[src/rtl/spi_rif_pkg.sv]
package spi_rif_pkg;
  typedef enum logic [2:0] {
    OP_RDREG = 3'b000,
    OP_RDBUF = 3'b001,
    OP_WRREG = 3'b010,
    OP_WRBUF = 3'b011,
    OP_BSET  = 3'b100,
    OP_BCLR  = 3'b101,
    OP_NONE  = 3'b110,
    OP_SRST  = 3'b111
  } opcode_e;

  typedef enum logic [2:0] {
    ST_CMD, ST_RDREG, ST_WRREG, ST_RDBUF, ST_WRBUF, ST_SKIP
  } state_e;

  localparam logic [4:0] ADR_RDPTR = 5'h00;
  localparam logic [4:0] ADR_WRPTR = 5'h02;
  localparam logic [4:0] ADR_IE    = 5'h1B;
  localparam logic [4:0] ADR_IF    = 5'h1C;
  localparam logic [4:0] ADR_STAT  = 5'h1D;
  localparam logic [4:0] ADR_CTL2  = 5'h1E;
  localparam logic [4:0] ADR_CTL1  = 5'h1F;
endpackage

[src/rtl/spi_rif_frontend.sv]
module spi_rif_frontend (
  input  logic       clk,
  input  logic       rst,
  input  logic       sclk,
  input  logic       cs_n,
  input  logic       mosi,
  input  logic [7:0] tx_byte,
  output logic       cs_act,
  output logic       byte_vld,
  output logic [7:0] byte_dat,
  output logic       miso
);
  logic [2:0] sclk_s;
  logic [1:0] cs_s;
  logic [1:0] mosi_s;
  logic [2:0] bit_cnt;
  logic [6:0] sh;
  logic       rise, fall;

  // two-flop synchronisers; SCLK gets a third stage for edge detection
  always_ff @(posedge clk) begin
    if (rst) begin
      sclk_s <= '0;
      cs_s   <= 2'b11;
      mosi_s <= '0;
    end else begin
      sclk_s <= {sclk_s[1:0], sclk};
      cs_s   <= {cs_s[0], cs_n};
      mosi_s <= {mosi_s[0], mosi};
    end
  end

  assign cs_act = ~cs_s[1];
  assign rise   = sclk_s[1] & ~sclk_s[2];
  assign fall   = ~sclk_s[1] & sclk_s[2];

  always_ff @(posedge clk) begin
    byte_vld <= 1'b0;
    if (rst || !cs_act) begin
      bit_cnt  <= '0;
      sh       <= '0;
      miso     <= 1'b0;
      if (rst) byte_dat <= '0;
    end else begin
      if (rise) begin
        sh      <= {sh[5:0], mosi_s[1]};
        bit_cnt <= bit_cnt + 3'd1;
        if (bit_cnt == 3'd7) begin
          byte_vld <= 1'b1;
          byte_dat <= {sh, mosi_s[1]};
        end
      end
      if (fall) miso <= tx_byte[~bit_cnt];
    end
  end
endmodule

[src/rtl/spi_rif_regbank.sv]
module spi_rif_regbank
  import spi_rif_pkg::*;
#(
  parameter int BUF_AW  = 6,
  parameter int RDY_DLY = 32,
  parameter int MAC_TOP = 16
) (
  input  logic              clk,
  input  logic              rst,
  input  logic              soft_rst,
  input  logic [4:0]        addr,
  input  logic              we,
  input  logic [7:0]        wdat,
  input  logic              rd_inc,
  input  logic              wr_inc,
  output logic [7:0]        rdat,
  output logic              mac_cls,
  output logic [1:0]        bank,
  output logic [BUF_AW-1:0] rd_ptr,
  output logic [BUF_AW-1:0] wr_ptr,
  output logic              ready
);
  localparam int NBANK = 4;
  localparam int NBREG = 27;
  localparam int CW    = $clog2(RDY_DLY + 1);

  logic [7:0]    banked [NBANK][NBREG];
  logic [7:0]    ie_r, if_r, ctl2_r, ctl1_r;
  logic [7:0]    rp8, wp8;
  logic [CW-1:0] rdy_cnt;
  logic          is_common;

  assign bank      = ctl1_r[1:0];
  assign is_common = (addr >= ADR_IE);
  assign mac_cls   = (bank >= 2'd2) && !is_common && (int'(addr) < MAC_TOP);
  assign ready     = (rdy_cnt == CW'(RDY_DLY));

  always_comb begin
    rp8 = '0;
    wp8 = '0;
    rp8[BUF_AW-1:0] = rd_ptr;
    wp8[BUF_AW-1:0] = wr_ptr;
    if (is_common) begin
      case (addr)
        ADR_IE:   rdat = ie_r;
        ADR_IF:   rdat = if_r;
        ADR_STAT: rdat = {7'd0, ready};
        ADR_CTL2: rdat = ctl2_r;
        default:  rdat = ctl1_r;
      endcase
    end else if (bank == 2'd0 && addr == ADR_RDPTR) begin
      rdat = rp8;
    end else if (bank == 2'd0 && addr == ADR_WRPTR) begin
      rdat = wp8;
    end else begin
      rdat = banked[bank][addr];
    end
  end

  always_ff @(posedge clk) begin
    if (rst || soft_rst) begin
      for (int b = 0; b < NBANK; b++)
        for (int r = 0; r < NBREG; r++)
          banked[b][r] <= '0;
      ie_r    <= '0;
      if_r    <= '0;
      ctl2_r  <= '0;
      ctl1_r  <= '0;
      rd_ptr  <= '0;
      wr_ptr  <= '0;
      rdy_cnt <= '0;
    end else begin
      if (!ready) rdy_cnt <= rdy_cnt + 1'b1;
      if (we) begin
        if (is_common) begin
          case (addr)
            ADR_IE:   ie_r   <= wdat;
            ADR_IF:   if_r   <= wdat;
            ADR_CTL2: ctl2_r <= wdat;
            ADR_CTL1: ctl1_r <= wdat;
            default:  ;
          endcase
        end else if (bank == 2'd0 && addr == ADR_RDPTR) begin
          rd_ptr <= wdat[BUF_AW-1:0];
        end else if (bank == 2'd0 && addr == ADR_WRPTR) begin
          wr_ptr <= wdat[BUF_AW-1:0];
        end else begin
          banked[bank][addr] <= wdat;
        end
      end
      if (rd_inc) rd_ptr <= rd_ptr + 1'b1;
      if (wr_inc) wr_ptr <= wr_ptr + 1'b1;
    end
  end
endmodule

[src/rtl/spi_rif_bufram.sv]
module spi_rif_bufram #(
  parameter int AW = 6
) (
  input  logic          clk,
  input  logic          we,
  input  logic [AW-1:0] waddr,
  input  logic [7:0]    wdat,
  input  logic [AW-1:0] raddr,
  output logic [7:0]    rdat
);
  localparam int DEPTH = 1 << AW;

  logic [7:0] mem [DEPTH];

  always_ff @(posedge clk) begin
    if (we) mem[waddr] <= wdat;
    rdat <= mem[raddr];
  end
endmodule

[src/rtl/spi_bank_regif.sv]
module spi_bank_regif
  import spi_rif_pkg::*;
#(
  parameter int BUF_AW  = 6,
  parameter int RDY_DLY = 32,
  parameter int MAC_TOP = 16
) (
  input  logic clk,
  input  logic rst,
  input  logic spi_sclk,
  input  logic spi_cs_n,
  input  logic spi_mosi,
  output logic spi_miso
);
  logic              cs_act, byte_vld;
  logic [7:0]        byte_dat, tx_byte;
  state_e            state;
  opcode_e           op_q, cmd_op;
  logic [4:0]        addr_q, reg_addr;
  logic              mac_pend;
  logic [1:0]        ld_q;
  logic              reg_we, buf_we, rd_inc, wr_inc, soft_rst;
  logic [7:0]        reg_wdat, rdat, ram_q;
  logic              mac_cls, ready;
  logic [1:0]        bank;
  logic [BUF_AW-1:0] rd_ptr, wr_ptr;

  spi_rif_frontend fe_i (
    .clk(clk), .rst(rst), .sclk(spi_sclk), .cs_n(spi_cs_n), .mosi(spi_mosi),
    .tx_byte(tx_byte), .cs_act(cs_act), .byte_vld(byte_vld),
    .byte_dat(byte_dat), .miso(spi_miso)
  );

  spi_rif_regbank #(.BUF_AW(BUF_AW), .RDY_DLY(RDY_DLY), .MAC_TOP(MAC_TOP)) rb_i (
    .clk(clk), .rst(rst), .soft_rst(soft_rst), .addr(reg_addr), .we(reg_we),
    .wdat(reg_wdat), .rd_inc(rd_inc), .wr_inc(wr_inc), .rdat(rdat),
    .mac_cls(mac_cls), .bank(bank), .rd_ptr(rd_ptr), .wr_ptr(wr_ptr),
    .ready(ready)
  );

  spi_rif_bufram #(.AW(BUF_AW)) ram_i (
    .clk(clk), .we(buf_we), .waddr(wr_ptr), .wdat(byte_dat),
    .raddr(rd_ptr), .rdat(ram_q)
  );

  assign cmd_op   = opcode_e'(byte_dat[7:5]);
  assign reg_addr = (state == ST_CMD) ? byte_dat[4:0] : addr_q;

  always_comb begin
    case (op_q)
      OP_BSET: reg_wdat = rdat | byte_dat;
      OP_BCLR: reg_wdat = rdat & ~byte_dat;
      default: reg_wdat = byte_dat;
    endcase
  end

  assign reg_we   = byte_vld && (state == ST_WRREG) && ready;
  assign buf_we   = byte_vld && (state == ST_WRBUF) && ready;
  assign wr_inc   = buf_we;
  assign rd_inc   = byte_vld && (state == ST_RDBUF);
  assign soft_rst = byte_vld && (state == ST_CMD) && (cmd_op == OP_SRST);

  always_ff @(posedge clk) begin
    if (rst || !cs_act) begin
      state    <= ST_CMD;
      op_q     <= OP_RDREG;
      addr_q   <= '0;
      mac_pend <= 1'b0;
      ld_q     <= '0;
      tx_byte  <= '0;
    end else begin
      // RAM prefetch: pointer step, RAM read, then load into the shifter
      ld_q <= {ld_q[0], 1'b0};
      if (ld_q[1]) tx_byte <= ram_q;
      if (byte_vld) begin
        case (state)
          ST_CMD: begin
            addr_q <= byte_dat[4:0];
            op_q   <= cmd_op;
            case (cmd_op)
              OP_RDREG: begin
                state    <= ST_RDREG;
                tx_byte  <= mac_cls ? 8'h00 : rdat;
                mac_pend <= mac_cls;
              end
              OP_RDBUF: begin
                state <= ST_RDBUF;
                ld_q  <= {ld_q[0], 1'b1};
              end
              OP_WRREG, OP_BSET, OP_BCLR: state <= ST_WRREG;
              OP_WRBUF: state <= ST_WRBUF;
              default:  state <= ST_SKIP;
            endcase
          end
          ST_RDREG: begin
            tx_byte  <= mac_pend ? rdat : 8'h00;
            mac_pend <= 1'b0;
          end
          ST_WRREG: state <= ST_SKIP;
          ST_RDBUF: ld_q  <= {ld_q[0], 1'b1};
          default:  ;
        endcase
      end
    end
  end
endmodule

[config.mk]
export PLATFORM = sky130hd
export DESIGN_NAME = spi_bank_regif
export DESIGN_NICKNAME = d
export VERILOG_FILES = /design/src/rtl/spi_rif_pkg.sv /design/src/rtl/spi_rif_frontend.sv /design/src/rtl/spi_rif_regbank.sv /design/src/rtl/spi_rif_bufram.sv /design/src/rtl/spi_bank_regif.sv
export SDC_FILE = /design/constraint.sdc
export NUM_CORES = 2
export LEC_CHECK = 0
export BUFFER_PORTS_ARGS = -buffer_cell sky130_fd_sc_hd__buf_2
export CAP_MARGIN = 20
export CORE_UTILIZATION = 50
export CTS_CLUSTER_DIAMETER = 200
export DETAILED_ROUTE_END_ITERATION = 10
export PLACE_DENSITY = 0.65
export SETUP_SLACK_MARGIN = 0.15
export SLEW_MARGIN = 40
export SYNTH_ARGS = -nofsm -noshare
export SYNTH_HDL_FRONTEND = slang
export SYNTH_SLANG_ARGS = --single-unit
[constraint.sdc]
create_clock -name clk -period 4.74 [get_ports clk]
set_clock_uncertainty 0.2 [all_clocks]
set_input_delay 0.711 -clock clk [delete_from_list [all_inputs] [get_ports clk]]
set_output_delay 0.711 -clock clk [all_outputs]
set_load 0.02 [all_outputs]
==> impl_metrics.ini <==
[synthesis]
synth_edf_count = 1384
postSynthCellCount = 4084
synthArstFlopShare_pct = 0
synth_top_area_share_pct = 66.2
synth_area_per_cell_sq_um = 15.4
yosys_warnings = 0
yosysUniqueCellTypes = 84
synth_ff_type = edfxtp_1
yosysSeqAreaShare_pct = 69.4
ys_ff_latch = 1485
syn_area_sq_mm = 0.0628
yosys-top-cells-area = edfxtp_1 66%, mux4_2 14%, nor2_1 6.0%, dfxtp_1 3.2%, nand2_1 2.5%
synth_top_cell_by_area = edfxtp_1

[route]
viasPerCell = 6.07
num_vias = 35900
drc = 0
routed_wl_microns = 155000
ant_nets = 0
wl_per_cell_microns = 26.1
drt_pass1_iterations = 8
drtIter0Drc = 4051

[pwr]
p_per_area_mw_per_mm2 = 391
seqPwrFrac_pct = 53.2
vdd_drop_max_mv = 0.373
p_leak_uw = 0.0227
p_sw_share_pct = 21.3
p_sw_uw = 5870
p_comb_share_pct = 2.8
clkPwrFrac_pct = 44.0
intPower_uw = 21700

[grt]
grt_use_met1_pct = 34.1
grtUsageMet2_pct = 39.7
overflow = 0
grt.met3_usage_pct = 3.88
grt_use_total_pct = 24.7
antenna_found_initial = 4
busiest_layer = met2
grt_max_degree = 146
grt_pass1_wl_microns = 231000
grt_pass1_vias = 35800

[clocking]
cts_sinks = 1485
tritoncts = yes
clkLatencyLatePin_ns = 0.80
cts-buffers-inserted = 155
path_clk_slew_ns = 0.06
cts_htree_levels = 4
cts-root-buf = clkbuf_16
cts_buffer_depth = 3

[critical_path]
critPathLaunchType = flop
cp_max_fo = 72
slowest_delay_ns = 0.75
crit_chain = buf_6 -> nand2b_1 -> mux2_2 -> buf_4 -> o221ai_1 -> a31oi_1 -> nor3_1 -> nor4_2 -> a31oi_1 -> o31a_2 -> buf_12 -> nor2_1
timing.rr.start = fe_i.byte_dat[0]$_SDFFCE_PP0P_
cp-end-kind = flop
timing.critical_path.buf_inv = 3
arrival_ns = 4.79
crit_top_cell = a31oi_1
crit_required_ns = 5.06
worstSetupPathType = flop to flop
crit_family = simple AND/OR/NAND/NOR gates
slowest_stage = nor3_1
critPathLaunch = fe_i.byte_dat[0]$_SDFFCE_PP0P_

[die]
core.rowCount = 129
ioPinCount = 6
die_w_microns = 356
die_h_microns = 356
start_util_pct = 50.6
coreArea_sq_mm = 0.124
dieArea_sq_mm = 0.127

[finish]
syn2layout_area_growth_pct = 12.1
layout_commonest_cell = edfxtp_1
n_antenna_cell = 0
multiInputGateArea_sq_mm = 0.0178
fin_nets = 4171
drive_above_1_share_pct = 20.1
fillers = 9560
regArea_sq_mm = 0.0436
final_cell_mix = 1384 x edfxtp_1, 991 x nor2_1, 423 x nand2_1

[timing]
fin_crit_sh_pct = 94.3
tns_ns = 0
drv_slew = 0
setup_ws_ns = 0.270
relSlewSlack_pct = 35.6
max_freq_mhz = 224
period_minus_slack_ns = 4.47
hold_viol_final = 0
grt_setup_unrepaired = no
setup_viol = 0
worst_pin_slew_ns = 0.959

[flow_run]
maxCapViolCount = 0

[placed_design]
io_buffer_count = 5
gp_congestion = 0.888
dpl.hpwl_microns = 98300
dp_slack_ns = 0.0282

[worst_hold_path]
min_from = rst
hold_path.class = input pin to flop

[run_status]
outcome = completed
==> routing by layer <==
layer	up-vias	wire length (microns)
li1	15600	-
met1	18500	63000
met2	1559	74600
met3	314	11500
met4	6	5630
met5	-	46
==> cells by family after synthesis <==
group	count (synthesis)	share of synthesized area [%]
buf+inv	286	2.63
flops	1485	69.4
other cells	1	0.00598
simple gates	1592	10.1
compound gates	273	2.95
xor+xnor	8	0.112
fa+ha+maj	6	0.120
mux	433	14.6
==> sequential cells by signal (all words and copies together) (netlist names), 3 cells and up, named ones only <==
register / flops
addr_q: 5
fe_i.bit_cnt: 3
fe_i.byte_dat: 8
fe_i.sclk_s: 3
fe_i.sh: 7
op_q: 3
ram_i.mem: 512
ram_i.rdat: 8
rb_i.banked: 864
rb_i.ctl1_r: 8
rb_i.ctl2_r: 8
rb_i.ie_r: 8
rb_i.if_r: 8
rb_i.rd_ptr: 6
rb_i.rdy_cnt: 6
rb_i.wr_ptr: 6
state: 3
tx_byte: 8
==> final timing paths <==
| path | endpoint | slack [ns] | cells after the start |
|---|---|---|---|
| min | fe_i.sclk_s[1]$_SDFF_PP0_ | 0.06 | 2 |
| max | rb_i.banked[0][112]$_SDFFCE_PN0P_ | 0.27 | 12 |
| max reg2reg | rb_i.banked[0][112]$_SDFFCE_PN0P_ | 0.27 | 12 |
| min reg2reg | fe_i.cs_s[1]$_SDFF_PP1_ | 0.22 | 1 |
==> metrics by stage <==
step / total power, uW / hold slack [ns] / util [%] / std cells / instance area (sq um)
6_report: 27500 / 0.0643 / 56.7 / 5926 / 70400
5_1_grt: 28200 / 0.0508 / 56.7 / 5926 / 70400
4_1_cts: 27700 / 0.0113 / 56.6 / 5921 / 70300
3_5_place_dp: 15700 / 0.202 / 52.5 / 5632 / 65100
3_3_place_gp: 15700 / 0.210 / 52.5 / 5632 / 65100
2_1_floorplan: 15300 / 0.189 / - / 4099 / 62800
==> worst reg2reg max path, cell delays in order (launching register included) <==
cell and delay [ns]:
edfxtp_1 0.35, buf_6 0.43, nand2b_1 0.19, mux2_2 0.48, buf_4 0.25, o221ai_1 0.22, a31oi_1 0.08, nor3_1 0.75
nor4_2 0.20, a31oi_1 0.27, o31a_2 0.24, buf_12 0.31, nor2_1 0.22
==> final cells by class <==
type / instances / share of cell area [%]
clock buffer: 184 / 5.77
clock inverter: 102 / 1.49
inverter: 10 / 0.0533
multi-input combinational: 2328 / 25.3
sequential: 1485 / 62.0
tap: 1637 / 2.91
timing repair buffer: 180 / 2.55
==> cell usage after synthesis (4+ instances only) <==
master and n:
edfxtp_1 1384, nor2_1 1005, nand2_1 424, mux4_2 386, dfxtp_1 101, clkbuf_1 92
buf_2 65, a21oi_1 56, buf_4 56, o22ai_1 48, o21ai_0 40, buf_6 38
mux2i_1 38, nand3_1 37, nor3_1 25, a31oi_1 24, and3_1 24, buf_1 24
nor2b_1 17, nand2b_1 14, o221ai_1 14, a211oi_1 13, and2_1 13, a22oi_1 11
or2_2 10, inv_1 9, mux2_2 8, a311oi_1 6, ha_1 6, o211ai_1 6
xnor2_1 6, nand4_1 5, nand3b_1 4, o311ai_1 4
==> power by group through the flow <==
stage | clock network [uW] | registers [uW] | logic [uW]
after floorplan | 0 | 14900 | 458
after global placement | 0 | 14900 | 759
after detailed placement | 0 | 14900 | 767
after CTS | 12300 | 14600 | 771
after global routing | 12700 | 14700 | 815
final | 12100 | 14600 | 774
==> repair_timing <==
action | in CTS | in global routing
endpoints found under the hold margin | 3 | 0
pin swaps | 0 | 2
buffers inserted | 0 | 5
hold buffers | 3 | 0
endpoints found under the setup margin | 99 | 208
gates resized for setup | 1 | 1
Power figures use the tool's default switching activity.
